--- src/rtl/serif_pkg.sv ---
package serif_pkg;

    typedef enum logic [3:0] {
        ST_OFF,
        ST_ID,
        ST_AR,
        ST_AW,
        ST_RDAT,
        ST_WDAT,
        ST_MRD,
        ST_MWR,
        ST_CMD,
        ST_DROP
    } serif_state_t;

    localparam int ID_W = 3;
    localparam logic [ID_W-1:0] ID_READ  = 3'b110;
    localparam logic [ID_W-1:0] ID_WRITE = 3'b101;
    localparam logic [ID_W-1:0] ID_CMD   = 3'b100;

endpackage

--- src/rtl/serif_sync.sv ---
module serif_sync #(
    parameter int              WIDTH   = 4,
    parameter int              STAGES  = 2,
    parameter logic [WIDTH-1:0] RST_VAL = '1
) (
    input  logic             clk,
    input  logic             rst_n,
    input  logic [WIDTH-1:0] d,
    output logic [WIDTH-1:0] q
);

    for (genvar i = 0; i < WIDTH; i++) begin : g_bit
        logic [STAGES-1:0] ff;
        always_ff @(posedge clk or negedge rst_n) begin
            if (!rst_n) begin
                ff <= {STAGES{RST_VAL[i]}};
            end else begin
                ff <= {ff[STAGES-2:0], d[i]};
            end
        end
        assign q[i] = ff[STAGES-1];
    end

endmodule

--- src/rtl/serif_edge.sv ---
module serif_edge #(
    parameter bit RISING = 1'b1
) (
    input  logic clk,
    input  logic rst_n,
    input  logic sig,
    output logic hit
);

    logic prev;

    always_ff @(posedge clk or negedge rst_n) begin
        if (!rst_n) begin
            prev <= 1'b1;
        end else begin
            prev <= sig;
        end
    end

    if (RISING) begin : g_rise
        assign hit = sig & ~prev;
    end else begin : g_fall
        assign hit = ~sig & prev;
    end

endmodule

--- src/rtl/serif_addr_ctr.sv ---
module serif_addr_ctr #(
    parameter int ADDR_W = 8,
    parameter int DEPTH  = 192
) (
    input  logic              clk,
    input  logic              rst_n,
    input  logic              load,
    input  logic [ADDR_W-1:0] load_val,
    input  logic              step,
    output logic [ADDR_W-1:0] addr,
    output logic              in_range
);

    localparam logic [ADDR_W-1:0] LAST = ADDR_W'(DEPTH - 1);

    always_ff @(posedge clk or negedge rst_n) begin
        if (!rst_n) begin
            addr <= '0;
        end else if (load) begin
            addr <= load_val;
        end else if (step) begin
            addr <= (addr == LAST) ? '0 : addr + 1'b1;
        end
    end

    assign in_range = (addr <= LAST);

endmodule

--- src/rtl/serif_host_port.sv ---
module serif_host_port
    import serif_pkg::*;
#(
    parameter int ADDR_W      = 8,
    parameter int DATA_W      = 4,
    parameter int CMD_W       = 9,
    parameter int RAM_DEPTH   = 192,
    parameter int SYNC_STAGES = 2
) (
    input  logic              clk,
    input  logic              rst_n,
    input  logic              cs_n,
    input  logic              wr_clk,
    input  logic              rd_clk,
    input  logic              data_in,
    output logic              data_out,
    output logic              data_oe,
    output logic [ADDR_W-1:0] ram_addr,
    output logic              ram_we,
    output logic [DATA_W-1:0] ram_wdata,
    input  logic [DATA_W-1:0] ram_rdata,
    output logic              cmd_valid,
    output logic [CMD_W-1:0]  cmd_word
);

    localparam int CNT_W = $clog2(CMD_W + 1);
    localparam int BIT_W = $clog2(DATA_W);
    localparam logic [CNT_W-1:0] ID_LAST   = CNT_W'(ID_W - 1);
    localparam logic [CNT_W-1:0] ADDR_LAST = CNT_W'(ADDR_W - 1);
    localparam logic [CNT_W-1:0] NIB_LAST  = CNT_W'(DATA_W - 1);
    localparam logic [CNT_W-1:0] CMD_LAST  = CNT_W'(CMD_W - 1);

    // synchronised pins: {cs_n, wr_clk, rd_clk, data_in}
    logic [3:0] pins_q;
    logic       s_csn, s_wr, s_rd, s_din;
    logic       wr_rise, rd_fall;

    serif_sync #(.WIDTH(4), .STAGES(SYNC_STAGES), .RST_VAL(4'b1111)) sync_i (
        .clk   (clk),
        .rst_n (rst_n),
        .d     ({cs_n, wr_clk, rd_clk, data_in}),
        .q     (pins_q)
    );
    assign {s_csn, s_wr, s_rd, s_din} = pins_q;

    serif_edge #(.RISING(1'b1)) wr_edge_i (
        .clk (clk), .rst_n (rst_n), .sig (s_wr), .hit (wr_rise)
    );
    serif_edge #(.RISING(1'b0)) rd_edge_i (
        .clk (clk), .rst_n (rst_n), .sig (s_rd), .hit (rd_fall)
    );

    serif_state_t         state, nxt;
    logic [CNT_W-1:0]     cnt;
    logic [CMD_W-2:0]     shreg;
    logic [DATA_W-2:0]    nib;
    logic                 addr_load, addr_step, nib_done, in_range;
    logic [DATA_W-1:0]    rd_val;
    logic [ID_W-1:0]      id_word;

    assign id_word = {shreg[ID_W-2:0], s_din};

    // next-state logic
    always_comb begin
        nxt = state;
        if (s_csn) begin
            nxt = ST_OFF;
        end else begin
            unique case (state)
                ST_OFF:  nxt = ST_ID;
                ST_ID: begin
                    if (wr_rise && cnt == ID_LAST) begin
                        if (id_word == ID_READ)       nxt = ST_AR;
                        else if (id_word == ID_WRITE) nxt = ST_AW;
                        else if (id_word == ID_CMD)   nxt = ST_CMD;
                        else                          nxt = ST_DROP;
                    end
                end
                ST_AR:   if (wr_rise && cnt == ADDR_LAST) nxt = ST_RDAT;
                ST_AW:   if (wr_rise && cnt == ADDR_LAST) nxt = ST_WDAT;
                ST_WDAT: if (rd_fall && cnt == '0)        nxt = ST_MRD;
                ST_MRD:  if (rd_fall && cnt == NIB_LAST)  nxt = ST_MWR;
                ST_MWR:  if (wr_rise && cnt == NIB_LAST)  nxt = ST_WDAT;
                ST_RDAT, ST_CMD, ST_DROP: nxt = state;
                default: nxt = ST_OFF;
            endcase
        end
    end

    // state register
    always_ff @(posedge clk or negedge rst_n) begin
        if (!rst_n) begin
            state <= ST_OFF;
        end else begin
            state <= nxt;
        end
    end

    // address and memory control
    assign addr_load = !s_csn && wr_rise && cnt == ADDR_LAST &&
                       (state == ST_AR || state == ST_AW);
    assign nib_done  = !s_csn && wr_rise && cnt == NIB_LAST &&
                       (state == ST_WDAT || state == ST_MWR);
    assign addr_step = nib_done ||
                       (!s_csn && rd_fall && cnt == NIB_LAST && state == ST_RDAT);
    assign ram_we    = nib_done && in_range;
    assign ram_wdata = {s_din, nib};
    assign rd_val    = in_range ? ram_rdata : '0;

    serif_addr_ctr #(.ADDR_W(ADDR_W), .DEPTH(RAM_DEPTH)) addr_i (
        .clk      (clk),
        .rst_n    (rst_n),
        .load     (addr_load),
        .load_val ({shreg[ADDR_W-2:0], s_din}),
        .step     (addr_step),
        .addr     (ram_addr),
        .in_range (in_range)
    );

    // outputs and datapath
    always_ff @(posedge clk or negedge rst_n) begin
        if (!rst_n) begin
            cnt       <= '0;
            shreg     <= '0;
            nib       <= '0;
            data_out  <= 1'b0;
            data_oe   <= 1'b0;
            cmd_valid <= 1'b0;
            cmd_word  <= '0;
        end else begin
            cmd_valid <= 1'b0;
            if (s_csn) begin
                cnt     <= '0;
                data_oe <= 1'b0;
            end else begin
                if (wr_rise) data_oe <= 1'b0;
                unique case (state)
                    ST_ID: begin
                        if (wr_rise) begin
                            shreg <= {shreg[CMD_W-3:0], s_din};
                            cnt   <= (cnt == ID_LAST) ? '0 : cnt + 1'b1;
                        end
                    end
                    ST_AR, ST_AW: begin
                        if (wr_rise) begin
                            shreg <= {shreg[CMD_W-3:0], s_din};
                            cnt   <= (cnt == ADDR_LAST) ? '0 : cnt + 1'b1;
                        end
                    end
                    ST_CMD: begin
                        if (wr_rise) begin
                            shreg <= {shreg[CMD_W-3:0], s_din};
                            if (cnt == CMD_LAST) begin
                                cnt       <= '0;
                                cmd_valid <= 1'b1;
                                cmd_word  <= {shreg, s_din};
                            end else begin
                                cnt <= cnt + 1'b1;
                            end
                        end
                    end
                    ST_WDAT, ST_MWR: begin
                        if (wr_rise) begin
                            nib <= {s_din, nib[DATA_W-2:1]};
                            cnt <= (cnt == NIB_LAST) ? '0 : cnt + 1'b1;
                        end else if (rd_fall && state == ST_WDAT && cnt == '0) begin
                            data_out <= rd_val[0];
                            data_oe  <= 1'b1;
                            cnt      <= CNT_W'(1);
                        end
                    end
                    ST_MRD, ST_RDAT: begin
                        if (rd_fall) begin
                            data_out <= rd_val[cnt[BIT_W-1:0]];
                            data_oe  <= 1'b1;
                            cnt      <= (cnt == NIB_LAST) ? '0 : cnt + 1'b1;
                        end
                    end
                    default: begin
                        cnt <= '0;
                    end
                endcase
            end
        end
    end

endmodule

--- config.mk ---
export PLATFORM = sky130hd
export DESIGN_NAME = serif_host_port
export DESIGN_NICKNAME = d
export VERILOG_FILES = /design/src/rtl/serif_pkg.sv /design/src/rtl/serif_sync.sv /design/src/rtl/serif_edge.sv /design/src/rtl/serif_addr_ctr.sv /design/src/rtl/serif_host_port.sv
export SDC_FILE = /design/constraint.sdc
export NUM_CORES = 1
export LEC_CHECK = 0
export ABC_AREA = 1
export CAP_MARGIN = 30
export CORE_MARGIN = 2
export CORE_UTILIZATION = 40
export CTS_BUF_LIST = sky130_fd_sc_hd__clkbuf_8
export DETAILED_ROUTE_END_ITERATION = 8
export HOLD_SLACK_MARGIN = 0.1
export PLACE_DENSITY = 0.71
export SLEW_MARGIN = 0
export SYNTH_ARGS = -nofsm -noshare
export SYNTH_HDL_FRONTEND = slang
export SYNTH_SLANG_ARGS = --single-unit
--- constraint.sdc ---
create_clock -name clk -period 2 [get_ports clk]
set_input_delay 0.4 -clock clk [delete_from_list [all_inputs] [get_ports clk]]
set_output_delay 0.4 -clock clk [all_outputs]
set_load 0.02 [all_outputs]
; Word level (Yosys, flattened, before mapping)
; Index checks and enable logic that the tools add are counted.
[totals]
output_inout_bits = 25
register_bits = 49
wordCells = 134
[op_classes]
n_eq_ne = 32
addsub = 2
reduce_logical = 35
n_bitwise = 5
n_lt_le_gt_ge = 2
mux = 43
[op_table]
columns = op, count
row1 = $mux 4, 21
row2 = $pmux 4 s8, 1
row3 = $ne 3x2->1 const B, 10
row4 = $mux 8, 3
row5 = $eq 4x3->1 const B, 5
row6 = $pmux 4 s5, 1
row7 = $eq 4x2->1 const B, 4
row8 = $logic_and 1x1->1, 16
row9 = $mux 1, 14
row10 = $eq 4x4->1 const B, 3
row11 = $reduce_and 5->1, 2
row12 = $eq 3x3->1 const B, 3
row13 = $add 8x1->8 const B, 1
row14 = $eq 8x8->1 const B, 1
row15 = $le 8x8->1 const B, 1
row16 = $logic_not 4->1, 2
row17 = $reduce_and 7->1, 1
row18 = $ne 2x2->1 const B, 3
row19 = $reduce_and 3->1, 2
row20 = $reduce_or 2->1, 3
row21 = $add 4x1->4 const B, 1
row22 = $eq 4x1->1 const B, 1
row23 = $ne 4x3->1 const B, 1
row24 = $pmux 1 s2, 2
row25 = other kinds (11), 17

; Longest topological paths before layout
[depth]
depth_word = 8
ltp_mapped = 11

; By module
; A second synthesis with hierarchy kept.
[hier_totals]
hier_cells = 326
hier_area_um2 = 2657.5
[by_module_without_submodules]
columns = module, area_per_inst_um2, seq_area_each_um2, cells_each, instances
row1 = serif_host_port, 1838.0, 775.7, 242, 1
row2 = serif_addr_ctr, 506.7, 200.2, 66, 1
row3 = serif_sync, 240.2, 210.2, 12, 1
row4 = serif_edge, 36.3, 26.3, 3, 2

; Worst setup path before layout
; Ideal clock, no wire load.
[synth_timing]
path_type = register to output
start = reg state[3]
end = out ram_we
arrival_ps = 1541
path_slack_ps = 59
n_path_buf = 0
stages_incl_launch_ff = 6
path_cell_list = dfrtp_1 -> inv_2 -> nand2_4 -> nor2_4 -> inv_2 -> nor4_1
[synth_via]
elab_chain_cells = 4
word_cells_on_any_way = 5
classes_between = 2 x eq/ne / 3 x reduce/logical
[synth_rtl]
columns = element, line_no
row1 = from (decl), serif_host_port.sv:53  ; serif_state_t state, nxt;
row2 = from (signal assigned), serif_host_port.sv:95  ; state <= nxt;
row3 = $eq 4x3->1, serif_host_port.sv:103  ; (state == ST_WDAT || state == ST_MWR);
row4 = $logic_or 1x1->1 (*), serif_host_port.sv:103
row5 = $logic_and 1x1->1 (*), serif_host_port.sv:102  ; assign nib_done = !s_csn && wr_rise && cnt == NIB_LAST &&
row6 = $logic_and 1x1->1 (*), serif_host_port.sv:106  ; assign ram_we = nib_done && in_range;
row7 = to (decl), serif_host_port.sv:19  ; output logic ram_we,
; Every way passes the cells marked *; elsewhere a longest branch is shown, timed or not.

; Worst setup path in the final report
[layout_timing]
start = reg sync_i.g_bit[0].ff[1]
end = out ram_wdata[3]
[layout_lines]
columns = element, line_no
row1 = from (decl), serif_sync.sv:13  ; logic [STAGES-1:0] ff;
row2 = from (signal assigned), serif_sync.sv:16  ; ff <= {STAGES{RST_VAL[i]}};
row3 = from (signal assigned), serif_sync.sv:18  ; ff <= {ff[STAGES-2:0], d[i]};
row4 = to (decl), serif_host_port.sv:20  ; output logic [DATA_W-1:0] ram_wdata,
; No word-level cell between the ends.

==> impl_metrics.yaml <==
run_status:
  status: "finished clean"
logic_synthesis:
  synth_cells: 360
  syn_avg_cell_area_um2: 7.97
  synth_area_um2: 2870
  async_flop_share_pct: 100
  synthDistinctLibCells: 34
  synth-edff-count: 0
  synth_seq_cells: 49
  synth-main-ff-cell: "dfrtp_1"
  yosysWarnings: 0
  ys_seq_area_share_pct: 43.2
  synth.net_count: 374
sta:
  finalCritPeriodShare_pct: 93.8
  min_period_ps: 1880
  hold_violations: 0
  finalSetupViolCount: 0
  final.setup_skew_ps: 12.5
  max_slew_margin_pct: 74.4
  fmaxAchievable_mhz: 533
  tightestPinTransition_ps: 383
  rsz0062_at_grt: "false"
  drv_slew: 0
  finalSetupTns_ps: 0
die:
  chipHeight_um: 88.7
  rows: 30
  fp.coreArea_um2: 6870
  die_area_um2: 7870
  num_io_pins: 35
  start_util_pct: 41.8
  die_width_um: 88.7
final_layout:
  final_util_pct: 51.8
  syn_to_final_growth_pct: 23.9
  nets: 433
  n_antenna_cell: 0
  drive_gt1_share_pct: 24.0
  layout_common_cells: "nand2_1 (110), dfrtp_1 (39), clkdlybuf4s50_1 (32)"
  final_common_cell: "nand2_1"
routing:
  first_pass_iters: 4
  drt.antenna.violating_nets: 0
  drt-wirelength-per-cell_um: 12.3
  viasPerCell: 4.85
  wirelength_um: 6340
  vias: 2503
  dr.first_iter.drc_count: 150
  drc: 0
hold_path:
  hold_class: "flip-flop to flip-flop"
clocking:
  cts_tree: "done"
  cts_setup_buffers: 0
  cts_sinks: 49
  clk_path_buf_depth: 2
  clock-root-buffer: "clkbuf_8"
  numCtsBuffers: 5
  clk_pin_slew_worst_paths_ps: 100
  insertion_delay_ps: 310
  cts.htree.levels: 2
global_route:
  grt_first_pass_wirelength_um: 10700
  grt_pass1_vias: 2357
  grt_overflow: 0
  antenna_found_initial: 0
  grt_max_degree: 50
  grt_usage_pct: 17.5
setup_path:
  startpoint_type: "flip-flop"
  critPathMaxFanout: 3
  critPathKind: "flip-flop to primary output"
  slowest_stage: "clkdlybuf4s50_1"
  crit_path_end_kind: "primary output"
  worstPathCellList: "clkdlybuf4s50_1"
  cp.arrival_ps: 1480
  critical_path_buf_inv_count: 1
  cpPeakStageDelay_ps: 610
  worstPathRequired_ps: 1600
  cp_top_family: "buffers and inverters"
power:
  leakagePower_nw: 1.69
  clkPwrFrac_pct: 21.4
  power.density_nw_per_um2: 799
  internal_power_mw: 1.74
  ir_drop_mv: 0.421
  swShare_pct: 38.6
  pwr-share-seq_pct: 41.5
  combPwrFrac_pct: 37.1
  p_sw_mw: 1.10
placed_design:
  port_buffers: 34
  place_congestion: 0.867
  place_hpwl_um: 4790
flow_run:
  maxCapViolations: 0
-- cells by family (layout without fill, tap and decap cells) --
kind of cell,Yosys count,in the layout,share of synthesized area (%)
AND/OR/NAND/NOR,213,213,36.9
buffers and inverters,46,106,7.59
XOR/XNOR,6,6,1.83
flip-flops,49,49,43.2
adder cells (fa/ha/maj),4,4,1.74
AO/OA/AOI/OAI,42,42,8.81
-- area by class of cell --
| class | count | area, µm² |
|---|---|---|
| Clock buffer | 5 | 68.8 |
| Fill cell | 679 | 3310 |
| Inverter | 40 | 158 |
| Clock inverter | 3 | 25.0 |
| Timing Repair Buffer | 58 | 526 |
| Multi-Input combinational cell | 265 | 1420 |
| Tap cell | 96 | 120 |
| Sequential cell | 49 | 1240 |
-- worst paths after layout --
check / start / end / slack, ps / cells after the start
min in group asynchronous: rst_n / addr_i.addr[3] / 580 / 3
worst min register to register: sync_i.g_bit[3].ff[0] / sync_i.g_bit[3].ff[1] / 360 / 0
worst min-delay path: sync_i.g_bit[3].ff[0] / sync_i.g_bit[3].ff[1] / 360 / 0
max in group asynchronous: rst_n / sync_i.g_bit[3].ff[1] / 1130 / 3
worst max register to register: cnt[1] / state[1] / 180 / 12
worst max-delay path: sync_i.g_bit[0].ff[1] / ram_wdata[3] / 120 / 1
-- sequential cells by signal (all words and copies together), names as in the netlist, 3 cells and up --
signal           flops
cmd_word             9
addr_i.addr          8
shreg                8
sync_i.g_bit.ff      8
cnt                  4
state                4
nib                  3
-- layer usage --
layer / up-vias / share of wire (%) / wire length, µm / GRT usage (%)
met4: 0 / 1.4 / 87 / 4.82
li1: 1265 / - / - / -
met1: 1175 / 48 / 3010 / 24.7
met2: 55 / 47 / 2970 / 27.9
met3: 8 / 4.2 / 268 / 2.99
met5: - / 0 / 0 / 0
-- power by group through the flow --
| stage | clock network, mW | logic, mW | registers, mW |
|---|---|---|---|
| after CTS | 0.627 | 1.05 | 1.18 |
| after global placement | 0 | 1.03 | 1.20 |
| after global routing | 0.655 | 1.18 | 1.19 |
| after floorplan | 0 | 0.717 | 1.21 |
| after detailed placement | 0 | 1.04 | 1.20 |
| final | 0.607 | 1.05 | 1.18 |
-- synth_stat cells, types with 2 or more instances --
cell type / number / share of area, %
a21oi_1: 12 / 2.1
nand3_2: 5 / 1.7
nand3_4: 2 / 1.2
nor2_2: 9 / 2.0
nand2_4: 2 / 0.78
o21ai_0: 7 / 1.2
inv_1: 30 / 3.9
ha_1: 4 / 1.7
nand3_1: 26 / 4.5
o21ai_1: 10 / 1.7
dfrtp_1: 39 / 34
xor2_1: 5 / 1.5
nand2_2: 8 / 1.7
dfstp_2: 10 / 9.2
nor2_4: 8 / 3.1
nor3_1: 5 / 0.87
buf_6: 4 / 1.6
nor2_1: 29 / 3.8
o21ai_2: 9 / 2.7
inv_2: 8 / 1.0
nand4_1: 4 / 0.87
buf_4: 2 / 0.52
nand2_1: 110 / 14
a31oi_1: 2 / 0.44
-- what timing repair did --
action | CTS | global route
hold buffers | 1 | 0
setup endpoints to repair | 1 | 1
pin swaps | 0 | 0
hold endpoints to repair | 39 | 0
gates resized for setup | 4 | 2
-- metrics by stage --
stage / area, µm² / cells / hold slack [ps] / power [mW] / setup slack [ps]
after global routing: 3560 / 516 / 368 / 3.03 / 37.2
after global placement: 3450 / 507 / 346 / 2.22 / 21.8
after floorplan: 2870 / 360 / 104 / 1.93 / 59.1
after CTS: 3560 / 516 / 361 / 2.86 / 11.2
final: 3560 / 516 / 360 / 2.84 / 125
after detailed placement: 3450 / 507 / 347 / 2.24 / 0.366
No activity file was read; power rests on OpenSTA's default activity.
